===== src/rtl/i2cc_pkg.sv =====
package i2cc_pkg;

  localparam int LINE_SCL = 0;
  localparam int LINE_SDA = 1;
  localparam int NUM_LINES = 2;

  // Cycles of a clock at hz covering at least ns nanoseconds, never below one.
  function automatic int cycles_for_ns(input longint hz, input longint ns);
    longint c;
    c = ((hz / 1000) * ns + 999_999) / 1_000_000;
    return (c < 1) ? 1 : int'(c);
  endfunction

endpackage


===== src/rtl/i2cc_sync.sv =====
module i2cc_sync #(
  parameter int WIDTH = 2
) (
  input  logic             clk,
  input  logic             rst_n,
  input  logic [WIDTH-1:0] d_async,
  output logic [WIDTH-1:0] q_sync
);

  logic [WIDTH-1:0] stage1_q;
  logic [WIDTH-1:0] stage2_q;

  // Idle bus level is high, so both stages come out of reset at all ones.
  always_ff @(posedge clk or negedge rst_n) begin
    if (!rst_n) begin
      stage1_q <= '1;
      stage2_q <= '1;
    end else begin
      stage1_q <= d_async;
      stage2_q <= stage1_q;
    end
  end

  assign q_sync = stage2_q;

endmodule


===== src/rtl/i2cc_deglitch.sv =====
module i2cc_deglitch #(
  parameter int SPIKE_CYC = 5
) (
  input  logic clk,
  input  logic rst_n,
  input  logic din,
  output logic level
);

  localparam int CW = (SPIKE_CYC < 2) ? 1 : $clog2(SPIKE_CYC + 1);
  localparam logic [CW-1:0] LAST = CW'(SPIKE_CYC - 1);

  logic [CW-1:0] run_q, run_n;
  logic          lvl_q, lvl_n;

  // Count consecutive samples that disagree with the held level; flip on the last.
  always_comb begin
    lvl_n = lvl_q;
    run_n = '0;
    if (din != lvl_q) begin
      if (run_q == LAST) begin
        lvl_n = din;
      end else begin
        run_n = run_q + 1'b1;
      end
    end
  end

  always_ff @(posedge clk or negedge rst_n) begin
    if (!rst_n) begin
      lvl_q <= 1'b1;
      run_q <= '0;
    end else begin
      lvl_q <= lvl_n;
      run_q <= run_n;
    end
  end

  assign level = lvl_q;

endmodule


===== src/rtl/i2cc_event_detect.sv =====
module i2cc_event_detect (
  input  logic clk,
  input  logic rst_n,
  input  logic scl_lvl,
  input  logic sda_lvl,
  output logic scl_rise,
  output logic scl_fall,
  output logic start_stb,
  output logic stop_stb,
  output logic bus_free
);

  logic scl_q, sda_q;
  logic free_q, free_n;

  // Strobes compare the clean level with its value one cycle earlier.
  always_comb begin
    scl_rise  =  scl_lvl & ~scl_q;
    scl_fall  = ~scl_lvl &  scl_q;
    start_stb =  scl_lvl &  scl_q & sda_q & ~sda_lvl;
    stop_stb  =  scl_lvl &  scl_q & ~sda_q & sda_lvl;
  end

  always_comb begin
    free_n = free_q;
    if (stop_stb) begin
      free_n = 1'b1;
    end else if (start_stb) begin
      free_n = 1'b0;
    end
  end

  always_ff @(posedge clk or negedge rst_n) begin
    if (!rst_n) begin
      scl_q  <= 1'b1;
      sda_q  <= 1'b1;
      free_q <= 1'b1;
    end else begin
      scl_q  <= scl_lvl;
      sda_q  <= sda_lvl;
      free_q <= free_n;
    end
  end

  assign bus_free = free_q;

endmodule


===== src/rtl/i2cc_hold_seq.sv =====
module i2cc_hold_seq #(
  parameter int HOLD_CYC = 30
) (
  input  logic clk,
  input  logic rst_n,
  input  logic scl_lvl,
  input  logic scl_fall,
  input  logic pull_req,
  output logic sda_pull
);

  localparam int HW = (HOLD_CYC < 2) ? 1 : $clog2(HOLD_CYC + 1);
  localparam logic [HW-1:0] LOAD = HW'(HOLD_CYC - 1);

  logic [HW-1:0] wait_q, wait_n;
  logic          pull_q, pull_n;
  logic          win_open;

  // The window opens once the count started by the fall strobe has run out.
  always_comb begin
    win_open = ~scl_lvl & ~scl_fall & (wait_q == '0);
    wait_n   = wait_q;
    if (scl_fall) begin
      wait_n = LOAD;
    end else if (wait_q != '0) begin
      wait_n = wait_q - 1'b1;
    end
    pull_n = win_open ? pull_req : pull_q;
  end

  always_ff @(posedge clk or negedge rst_n) begin
    if (!rst_n) begin
      wait_q <= '0;
      pull_q <= 1'b0;
    end else begin
      wait_q <= wait_n;
      pull_q <= pull_n;
    end
  end

  assign sda_pull = pull_q;

endmodule


===== src/rtl/i2c_line_conditioner.sv =====
module i2c_line_conditioner #(
  parameter int unsigned CLK_HZ = 100_000_000,
  parameter int SPIKE_CYC = i2cc_pkg::cycles_for_ns(longint'(CLK_HZ), 50),
  parameter int HOLD_CYC  = i2cc_pkg::cycles_for_ns(longint'(CLK_HZ), 300)
) (
  input  logic clk,
  input  logic rst_n,
  input  logic scl_raw,
  input  logic sda_raw,
  input  logic pull_req,
  output logic scl_lvl,
  output logic sda_lvl,
  output logic scl_rise,
  output logic scl_fall,
  output logic start_stb,
  output logic stop_stb,
  output logic bus_free,
  output logic sda_pull
);

  import i2cc_pkg::*;

  logic [NUM_LINES-1:0] raw_v;
  logic [NUM_LINES-1:0] sync_v;
  logic [NUM_LINES-1:0] clean_v;

  assign raw_v[LINE_SCL] = scl_raw;
  assign raw_v[LINE_SDA] = sda_raw;

  i2cc_sync #(.WIDTH(NUM_LINES)) u_sync (
    .clk     (clk),
    .rst_n   (rst_n),
    .d_async (raw_v),
    .q_sync  (sync_v)
  );

  for (genvar g = 0; g < NUM_LINES; g++) begin : g_filt
    i2cc_deglitch #(.SPIKE_CYC(SPIKE_CYC)) u_dg (
      .clk   (clk),
      .rst_n (rst_n),
      .din   (sync_v[g]),
      .level (clean_v[g])
    );
  end

  assign scl_lvl = clean_v[LINE_SCL];
  assign sda_lvl = clean_v[LINE_SDA];

  i2cc_event_detect u_evt (
    .clk       (clk),
    .rst_n     (rst_n),
    .scl_lvl   (scl_lvl),
    .sda_lvl   (sda_lvl),
    .scl_rise  (scl_rise),
    .scl_fall  (scl_fall),
    .start_stb (start_stb),
    .stop_stb  (stop_stb),
    .bus_free  (bus_free)
  );

  i2cc_hold_seq #(.HOLD_CYC(HOLD_CYC)) u_hold (
    .clk      (clk),
    .rst_n    (rst_n),
    .scl_lvl  (scl_lvl),
    .scl_fall (scl_fall),
    .pull_req (pull_req),
    .sda_pull (sda_pull)
  );

endmodule


===== config.mk =====
export PLATFORM = sky130hd
export DESIGN_NAME = i2c_line_conditioner
export DESIGN_NICKNAME = d
export VERILOG_FILES = /design/src/rtl/i2cc_pkg.sv /design/src/rtl/i2cc_sync.sv /design/src/rtl/i2cc_deglitch.sv /design/src/rtl/i2cc_event_detect.sv /design/src/rtl/i2cc_hold_seq.sv /design/src/rtl/i2c_line_conditioner.sv
export SDC_FILE = /design/constraint.sdc
export NUM_CORES = 1
export LEC_CHECK = 0
export BUFFER_PORTS_ARGS = -buffer_cell sky130_fd_sc_hd__buf_2
export CORE_ASPECT_RATIO = 0.5
export CORE_MARGIN = 10
export CORE_UTILIZATION = 32
export CTS_BUF_LIST = sky130_fd_sc_hd__clkbuf_16
export CTS_CLUSTER_SIZE = 25
export DETAILED_ROUTE_END_ITERATION = 10
export PLACE_DENSITY = 0.52
export SYNTH_ARGS = -nofsm -noshare
export SYNTH_HDL_FRONTEND = slang
export SYNTH_SLANG_ARGS = --single-unit

===== constraint.sdc =====
create_clock -name clk -period 2.61 [get_ports clk]
set_input_delay 0.261 -clock clk [delete_from_list [all_inputs] [get_ports clk]]
set_output_delay 0.261 -clock clk [all_outputs]
set_load 0.01 [all_outputs]

==> flow_metrics.tcl, run 1 <==
set metrics [dict create \
    status "finished clean" \
    ys_seq_area_frac 0.598 \
    die_x_um 94.9 \
    crit_type "flop to flop" \
    path_max_fanout 5 \
    power.density_nw_per_um2 1140 \
    synth_flop_cell "dfrtp_1" \
    postSynthNetCount 84 \
    vias 557 \
    cellInternalPower_mw 0.854 \
    io_pins 13 \
    slew_viol_final 0 \
    synth_commonest_cells "12 x dfrtp_1, 11 x inv_1, 9 x dfstp_2, 6 x nor3b_1, 5 x ha_1" \
    drt-initial-drc-count 35 \
    clock_latency_ps 250 \
    first_pass_iters 4 \
    clock_path_buffers 2 \
    synth_most_common_cell "dfrtp_1" \
    yosysTopAreaCell "dfrtp_1" \
    die-area_um2 5450 \
    setup_tns_ps 0 \
    grt_pass1_wl_mm 2.79 \
    nNetsFinal 101 \
    fin_cells 127 \
    synth_area_um2 897 \
    grt_max_degree 22 \
    setup_viol_count_final 0 \
    tightest_slew_ps 451 \
    startpoint_type "flop" \
    antenna_left 0 \
    min_period_over_period 0.729 \
    dp_slack_ps 781 \
    antenna_found_initial 0 \
    hp-class "input port to flop" \
    place_hpwl_mm 1.16 \
    viasPerCell 4.39 \
    cts_tree "done" \
    pwr-share-comb 0.296 \
    period_minus_slack_ps 1900 \
    syn_inst 74 \
    grtUsageTotal 0.0649 \
    cp_top_family "simple AND/OR/NAND/NOR gates" \
    async_flop_share 1.00 \
    arrival_ps 2030 \
    cts_sinks 21 \
    drc 0 \
    slowest_delay_ps 590 \
    placedInstanceArea_um2 998 \
    cts-htree-levels 1 \
    p_clk_frac 0.248 \
    worst_slack_ps 708 \
    grt_overflow 0 \
    regArea_um2 537 \
    finalClockSkew_ps 0.515 \
    path_cells "inv_1 > ha_1 > or4b_1 > nor3_2 > mux2_1" \
    irDropWorstVdd_uv 393 \
    p_sw_mw 0.389 \
    port-buffer-count 12 \
    p_leak_nw 0.503 \
    p_sw_frac 0.313 \
    rsz0062_at_grt "false" \
    rows 13 \
    worst-path-buf-inv 1 \
    netlist_top_cells_area "dfrtp_1 33%, dfstp_2 26%, ha_1 7.0%, nor3b_1 5.0%, inv_1 4.6%" \
    slew_headroom 0.699 \
    syn_avg_cell_area_um2 12.1 \
    synth.top_cell.area_share 0.335 \
    area_growth_pct 21.2 \
    dpl.cell_count 122 \
    fmax_mhz 526 \
    design_area_um2 1090 \
    cp-end-kind "flop" \
    cap_viol_max_count 0 \
    core_um2 2640 \
    hold_viol 0 \
    cp.required_ps 2740 \
    crit_slowest_cell "or4b_1" \
    synth_seq_cells 21 \
    seqPwrFrac 0.457 \
    globalplace.congestion 0.659 \
    grt_pass1_vias 613 \
    yosys_warnings 0 \
    clk_pin_slew_ps 50 \
    nFillCells 269 \
    die_y_um 57.4 \
    yosysUniqueCellTypes 23 \
    final_util 0.413 \
    cts_buffers 3 \
    drt_wl_total_mm 1.52 \
    cts_setup_buffers 0 \
    antennaDiodeCount 0 \
    multi_input_area_um2 314 \
    wl_per_cell_um 12.0 \
    drive_gt1_frac 0.300 \
    start_util 0.340 \
    cts-root-buf "clkbuf_16" \
    synth_edf_count 0 \
]
path summary, 6_finish.rpt:
path | start | end | slack [ps] | cells after the start
max in group asynchronous | rst_n | u_evt.scl_q | 1780 | 2
worst min register to register | u_sync.stage1_q[0] | u_sync.q_sync[0] | 350 | 0
worst max-delay path | u_hold.wait_q[0] | u_hold.sda_pull | 710 | 5
min in group asynchronous | rst_n | u_hold.sda_pull | 490 | 2
worst min-delay path | sda_raw | u_sync.stage1_q[1] | 110 | 1
worst max register to register | u_hold.wait_q[0] | u_hold.sda_pull | 710 | 5
cell type report:
class,count,area share
multi-input cells,41,0.289
repair buffers,13,0.0644
well taps,37,0.0426
inverters,11,0.0380
clock buffers,3,0.0690
flip-flops and latches,21,0.494
clock inverters,1,0.00345
flip-flops by register name, indices dropped and copies added, names as in the netlist:
name,cells
u_hold.wait_q,5
u_evt.bus_free,1
u_evt.scl_q,1
g_filt.u_dg.level,2
g_filt.u_dg.run_q,6
u_hold.sda_pull,1
u_sync.q_sync,2
u_sync.stage1_q,2
u_evt.sda_q,1
what timing repair did:
item | 4_1_cts | 5_1_grt
hold buffers | 1 | 0
resized for setup | 0 | 0
hold endpoints to repair | 12 | 0
layout by cell type (no fill, tap or decap), types with 2 or more instances in the layout:
| cell type | Yosys | final |
|---|---|---|
| buf_2 | 1 | 12 |
| a211oi_1 | 2 | 2 |
| mux2_2 | 2 | 2 |
| nor2_1 | 4 | 4 |
| dfstp_2 | 9 | 9 |
| ha_1 | 5 | 5 |
| dfrtp_1 | 12 | 12 |
| nor2b_1 | 3 | 3 |
| nand2_1 | 4 | 4 |
| o21ai_0 | 2 | 2 |
| clkbuf_16 | 0 | 3 |
| xnor2_1 | 3 | 3 |
| inv_1 | 11 | 12 |
| nor3b_1 | 6 | 6 |
power groups by stage:
stage	Sequential, mW	Combinational (mW)	Clock [mW]
global route	0.591	0.426	0.332
floorplan	0.565	0.247	0
detailed placement	0.572	0.370	0
global placement	0.562	0.347	0
finish	0.568	0.367	0.308
CTS	0.570	0.374	0.316
cells by family (layout without fill, tap and decap cells):
group,count (synthesis),after routing,synth area share
DFF,21,21,0.598
xor gates and xnor gates,3,3,0.0293
buffers and inverters,12,28,0.0516
muxes,4,4,0.0488
and+or+nand+nor,21,21,0.141
AOI/OAI and AO/OA,8,8,0.0614
adders and majority gates,5,5,0.0697
layer usage:
metal  share of wire  GRT usage  routed length [µm]  up-vias
li1                -          -                   -      273
met5               0          0                   0        -
met4          0.0092     0.0254                  14        0
met3           0.055     0.0300                  84        2
met2            0.50      0.109                 763        9
met1            0.43     0.0703                 659      273
through the flow:
step,hold slack [ps],total power [mW]
3_5_place_dp,240,0.943
5_1_grt,105,1.35
3_3_place_gp,226,0.909
2_1_floorplan,-34.6,0.812
4_1_cts,107,1.26
6_report,111,1.24
Note: power is estimated with default switching activity, not from simulation.
==> inputs of run 2 (changes only) <==
Clock period 2.61 ns to 1.9 ns, I/O delays scaled along.
==> run 2 against run 1 <==
  * Combinational power increased by 38%
  * Critical path depth unchanged
  * Fmax increased by 8.2%
  * Critical path type unchanged
  * Largest cell class unchanged
  * Largest power group unchanged
  * Highest routed layer unchanged
==> flow_metrics.tcl, run 2 (synthesis gave the netlist of run 1 again) <==
set metrics [dict create \
    grt_busiest_layer "met2" \
    worst-path-buf-inv 1 \
    irDropWorstVdd_uv 401 \
    die-area_um2 5450 \
    tightest_slew_ps 457 \
    cts-root-buf "clkbuf_16" \
    antenna_left 0 \
    largest_reg_flops 6 \
    hold_buffers 1 \
    wl_per_cell_um 12.5 \
    clk_pin_slew_ps 50 \
    final_cell_mix "12 x inv_1, 12 x dfrtp_1, 12 x buf_2" \
    hold_viol 0 \
    globalplace.congestion 0.662 \
    cp-end-kind "flop" \
    rsz0062_at_grt "false" \
    path_max_fanout 5 \
    cap_viol_max_count 0 \
    antenna_found_initial 0 \
    fmax_mhz 569 \
    final_util 0.415 \
    clock_latency_ps 250 \
    startpoint "u_hold.wait_q[0]" \
    cts_sinks 21 \
    drc 0 \
    port-buffer-count 12 \
    largest_register "g_filt.u_dg.run_q" \
    cellInternalPower_mw 1.18 \
    die_y_um 57.4 \
    cp.required_ps 2030 \
    dpl.cell_count 123 \
    crit_type "flop to flop" \
    worstHoldStart "sda_raw" \
    post_cts_resize_count 0 \
    pwr-share-comb 0.297 \
    setup_tns_ps 0 \
    path_cells "inv_1 > ha_1 > or4b_1 > nor3_2 > mux2_1" \
    place_hpwl_mm 1.18 \
    grtUsageTotal 0.0660 \
    slew_headroom 0.695 \
    cts-htree-levels 1 \
    startpoint_type "flop" \
    arrival_ps 1890 \
    grt_pass1_wl_mm 2.86 \
    drive_gt1_frac 0.308 \
    slowest_delay_ps 500 \
    setup_viol_count_final 0 \
    cts_setup_buffers 0 \
    grt_overflow 0 \
    drt_wl_total_mm 1.60 \
    p_sw_frac 0.314 \
    slew_viol_final 0 \
    p_leak_nw 0.507 \
    cp_top_family "simple AND/OR/NAND/NOR gates" \
    r2r_start "u_hold.wait_q[0]" \
    start_util 0.340 \
    area_growth_pct 22.0 \
    p_clk_frac 0.248 \
    viasPerCell 4.49 \
    largestRegisters "g_filt.u_dg.run_q: 6 flops, u_hold.wait_q: 5 flops" \
    status "finished clean" \
    rows 13 \
    finalClockSkew_ps 1.69 \
    cts_tree "done" \
    core_um2 2640 \
    p_sw_mw 0.537 \
    antennaDiodeCount 0 \
    power.density_nw_per_um2 1560 \
    seqPwrFrac 0.455 \
    io_pins 13 \
    grt_pass1_vias 620 \
    period_minus_slack_ps 1760 \
    grt_max_degree 22 \
    grt_util_met1 0.0620 \
    drt-initial-drc-count 35 \
    min_period_over_period 0.925 \
    fin_cells 128 \
    first_pass_iters 3 \
    globalRouteMet3Util 0.0313 \
    crit_slowest_cell "or4b_1" \
    nNetsFinal 102 \
    die_x_um 94.9 \
    vias 575 \
    hp-class "input port to flop" \
    grtUsageMet2 0.123 \
    cts_buffers 3 \
    clock_path_buffers 2 \
]
## run 2: changes by cell type in the layout (fill, tap and decap cells not counted), sizes merged
cell,before,now
buf,12,13
## run 2: worst reg2reg max path, delay by kind of cell (launching register included)
family,cells,cell delay (ps)
AND/OR/NAND/NOR,2,640
multiplexers,1,330
buffers and inverters,1,70
flip-flops,1,400
adder cells (fa/ha/maj),1,200
## run 2: stage by stage
step	setup slack (ps)	total power, mW	cell area [µm²]	hold WS (ps)
floorplan	159	1.12	897	-106
global placement	204	1.25	1010	152
detailed placement	143	1.30	1010	170
CTS	135	1.74	1090	31.4
global route	65.6	1.86	1090	25.5
finish	142	1.71	1090	36.5
## run 2: final timing paths
kind / depth (start not counted) / slack, ps / end
hold / removal: 1 / 40 / u_sync.stage1_q[1]
min in group asynchronous: 2 / 460 / u_hold.sda_pull
hold reg to reg: 0 / 350 / u_sync.q_sync[1]
max in group asynchronous: 2 / 1100 / u_sync.q_sync[0]
setup / recovery: 5 / 140 / u_hold.sda_pull
setup reg to reg: 5 / 140 / u_hold.sda_pull
## run 2: routing by layer
layer | part of all wire | vias to the layer above
met5 | 0 | -
met4 | 0.0087 | 0
met3 | 0.046 | 2
met2 | 0.56 | 11
met1 | 0.39 | 285
li1 | - | 277
## run 2: layout make-up
| cell class | instances | area (µm²) |
|---|---|---|
| Clock buffer | 3 | 75.1 |
| Clock inverter | 1 | 3.75 |
| Fill cell | 260 | 1540 |
| Inverter | 11 | 41.3 |
| Multi-Input combinational cell | 41 | 314 |
| Sequential cell | 21 | 537 |
| Tap cell | 37 | 46.3 |
| Timing Repair Buffer | 14 | 77.6 |
## run 2: power groups by stage
stage	Sequential, mW	Combinational (mW)	Clock [mW]
after global routing	0.810	0.584	0.468
final	0.779	0.508	0.425
after global placement	0.772	0.473	0
after CTS	0.780	0.522	0.441
after floorplan	0.777	0.339	0
after detailed placement	0.784	0.515	0
==> inputs of run 3 (changes only) <==
Settings changed: ABC_AREA set to 1.
==> run 3 against run 2 <==
  * Fmax grew 26%
  * Synthesized area grew 1.3%
  * Worst setup slack gained 360 ps
  * Core utilization grew 0.12 points
  * Total power grew 4.9%
  * Combinational power grew 11%
  * Clock skew is essentially flat
  * Critical endpoint is now scl_fall
  * First-iteration DRC count shrank 23%
  * Clock power grew 4%
  * Via count grew 5.4%
  * Clock-buffer cell count is the same
  * Sequential power grew 1%
==> flow_metrics.tcl, run 3 <==
set metrics [dict create \
    clock_latency_ps 250 \
    slew_viol_final 0 \
    multi_input_area_um2 323 \
    place_hpwl_mm 1.20 \
    cts_tree "done" \
    min_period_over_period 0.737 \
    cts-htree-levels 1 \
    grt_overflow 0 \
    hold_viol 0 \
    cp.required_ps 1710 \
    grt_pass1_wl_mm 2.86 \
    setup_viol_count_final 0 \
    wl_per_cell_um 10.7 \
    nNetsFinal 118 \
    largest_register "g_filt.u_dg.run_q" \
    fmax_mhz 714 \
    first_pass_iters 4 \
    path_max_fanout 7 \
    p_leak_nw 0.564 \
    largestRegisters "g_filt.u_dg.run_q: 6 flops, u_hold.wait_q: 5 flops" \
    viasPerCell 4.21 \
    status "finished clean" \
    regArea_um2 537 \
    cts_buffers 3 \
    synth_edf_count 0 \
    holdPathStages 1 \
    antenna_left 0 \
    core_um2 2650 \
    die_y_um 57.7 \
    grt_max_degree 22 \
    timing.rr.end "u_hold.sda_pull" \
    rsz0062_at_grt "false" \
    ys_seq_area_frac 0.591 \
    cts_setup_buffers 0 \
    antenna_found_initial 0 \
    largest_reg_flops 6 \
    final_cell_mix "17 x nand2_1, 12 x inv_1, 12 x dfrtp_1, 12 x buf_2, 11 x nor2_1" \
    grt_pass1_vias 648 \
    finalClockSkew_ps 1.79 \
    synth_most_common_cell "nand2_1" \
    synth_area_um2 908 \
    drc 0 \
    io_pins 13 \
    slew_headroom 0.699 \
    synth_flop_cell "dfrtp_1" \
    nFillCells 270 \
    die-area_um2 5500 \
    start_util 0.343 \
    rows 13 \
    vias 606 \
    dp_slack_ps 765 \
    clock_path_buffers 2 \
    startpoint "g_filt[0].u_dg.level" \
    antennaDiodeCount 0 \
    mostFrequentLayoutCell "nand2_1" \
    drt_wl_total_mm 1.54 \
    period_minus_slack_ps 1400 \
    drive_gt1_frac 0.271 \
    yosys_warnings 0 \
    die_x_um 95.3 \
    tightest_slew_ps 452 \
    post_cts_resize_count 0 \
    globalplace.congestion 0.714 \
    synth_commonest_cells "17 x nand2_1, 12 x dfrtp_1, 12 x inv_1, 11 x nor2_1, 9 x dfstp_2" \
    cp-end-kind "output port" \
    cts_sinks 21 \
    holdWs_ps 30.5 \
    hp-class "input port to flop" \
    drt-initial-drc-count 27 \
    startpoint_type "flop" \
    async_flop_share 1.00 \
    port-buffer-count 12 \
    syn_avg_cell_area_um2 10.1 \
    ff2ff_setup_slack_ps 770 \
    cp-endpoint "scl_fall" \
    netlist_top_cells_area "dfrtp_1 33%, dfstp_2 26%, nand2_1 7.0%, ha_1 6.9%, inv_1 5.0%" \
    hold_buffers 1 \
    syn_inst 90 \
    yosysUniqueCellTypes 19 \
    r2r_start "u_hold.wait_q[0]" \
    yosysTopAreaCell "dfrtp_1" \
    cts-root-buf "clkbuf_16" \
    synth_seq_cells 21 \
    irDropWorstVdd_uv 473 \
    postSynthNetCount 100 \
    synth.top_cell.area_share 0.331 \
    rr_worst_depth 6 \
    grtUsageTotal 0.0664 \
    cap_viol_max_count 0 \
    clk_pin_slew_ps 60 \
    power.density_nw_per_um2 1630 \
    arrival_ps 1210 \
    crit_type "flop to output port" \
    setup_tns_ps 0 \
    worst_slack_ps 500 \
    area_growth_pct 21.6 \
]
-- run 3: cell types whose count changed after synthesis, sizes merged, moves of 3 or more --
| cell | change |
|---|---|
| mux2 | -3 |
| nand4 | +4 |
| nor3b | -6 |
| nand3 | +5 |
| nand2 | +14 |
| nor2b | -3 |
| nor2 | +7 |
-- run 3: cell type report --
type | instances | area share
flip-flops and latches | 21 | 0.486
well taps | 37 | 0.0419
clock buffers | 3 | 0.0680
inverters | 13 | 0.0442
multi-input cells | 56 | 0.292
clock inverters | 1 | 0.00453
repair buffers | 13 | 0.0634
-- run 3: worst min-delay path by stage --
| stage | from | end | slack (ps) |
|---|---|---|---|
| 2_1_floorplan | rst_n | g_filt[0].u_dg.run_q[0] | -110 |
| 3_3_place_gp | rst_n | u_hold.wait_q[0] | 180 |
| 3_5_place_dp | rst_n | u_hold.wait_q[0] | 170 |
| 4_1_cts | scl_raw | u_sync.stage1_q[0] | 30 |
| 5_1_grt | sda_raw | u_sync.stage1_q[1] | 20 |
| 6_report | sda_raw | u_sync.stage1_q[1] | 30 |
-- run 3: stage by stage --
step / power, mW / util / area, µm² / instances
2_1_floorplan: 1.18 / - / 908 / 90
3_3_place_gp: 1.37 / 0.383 / 1010 / 139
3_5_place_dp: 1.37 / 0.383 / 1010 / 139
4_1_cts: 1.83 / 0.417 / 1100 / 144
5_1_grt: 1.96 / 0.417 / 1100 / 144
6_report: 1.80 / 0.417 / 1100 / 144
-- run 3: where the power goes --
| group | internal, mW | switching (mW) |
|---|---|---|
| clock | 0.283 | 0.161 |
| combinational | 0.239 | 0.325 |
| sequential | 0.653 | 0.137 |
| total | 1.17 | 0.623 |
-- run 3: cells by family after synthesis --
logic type | count (synthesis) | synth area share
buffers and inverters | 13 | 0.0537
xor gates and xnor gates | 4 | 0.0386
and+or+nand+nor | 41 | 0.212
adders and majority gates | 5 | 0.0689
DFF | 21 | 0.591
AOI/OAI and AO/OA | 6 | 0.0358
-- run 3: critical path, stage by stage, from the launching register on --
cell	delay (ps)
dfstp_2	600
inv_2	70
nand2_4	90
inv_1	60
buf_2	130
-- run 3: layer usage --
metal	GRT usage	routed length, µm	vias to the layer above
li1	-	-	318
met1	0.0715	756	278
met2	0.109	697	8
met3	0.0308	75	2
met4	0.0318	12	0
met5	0	0	-
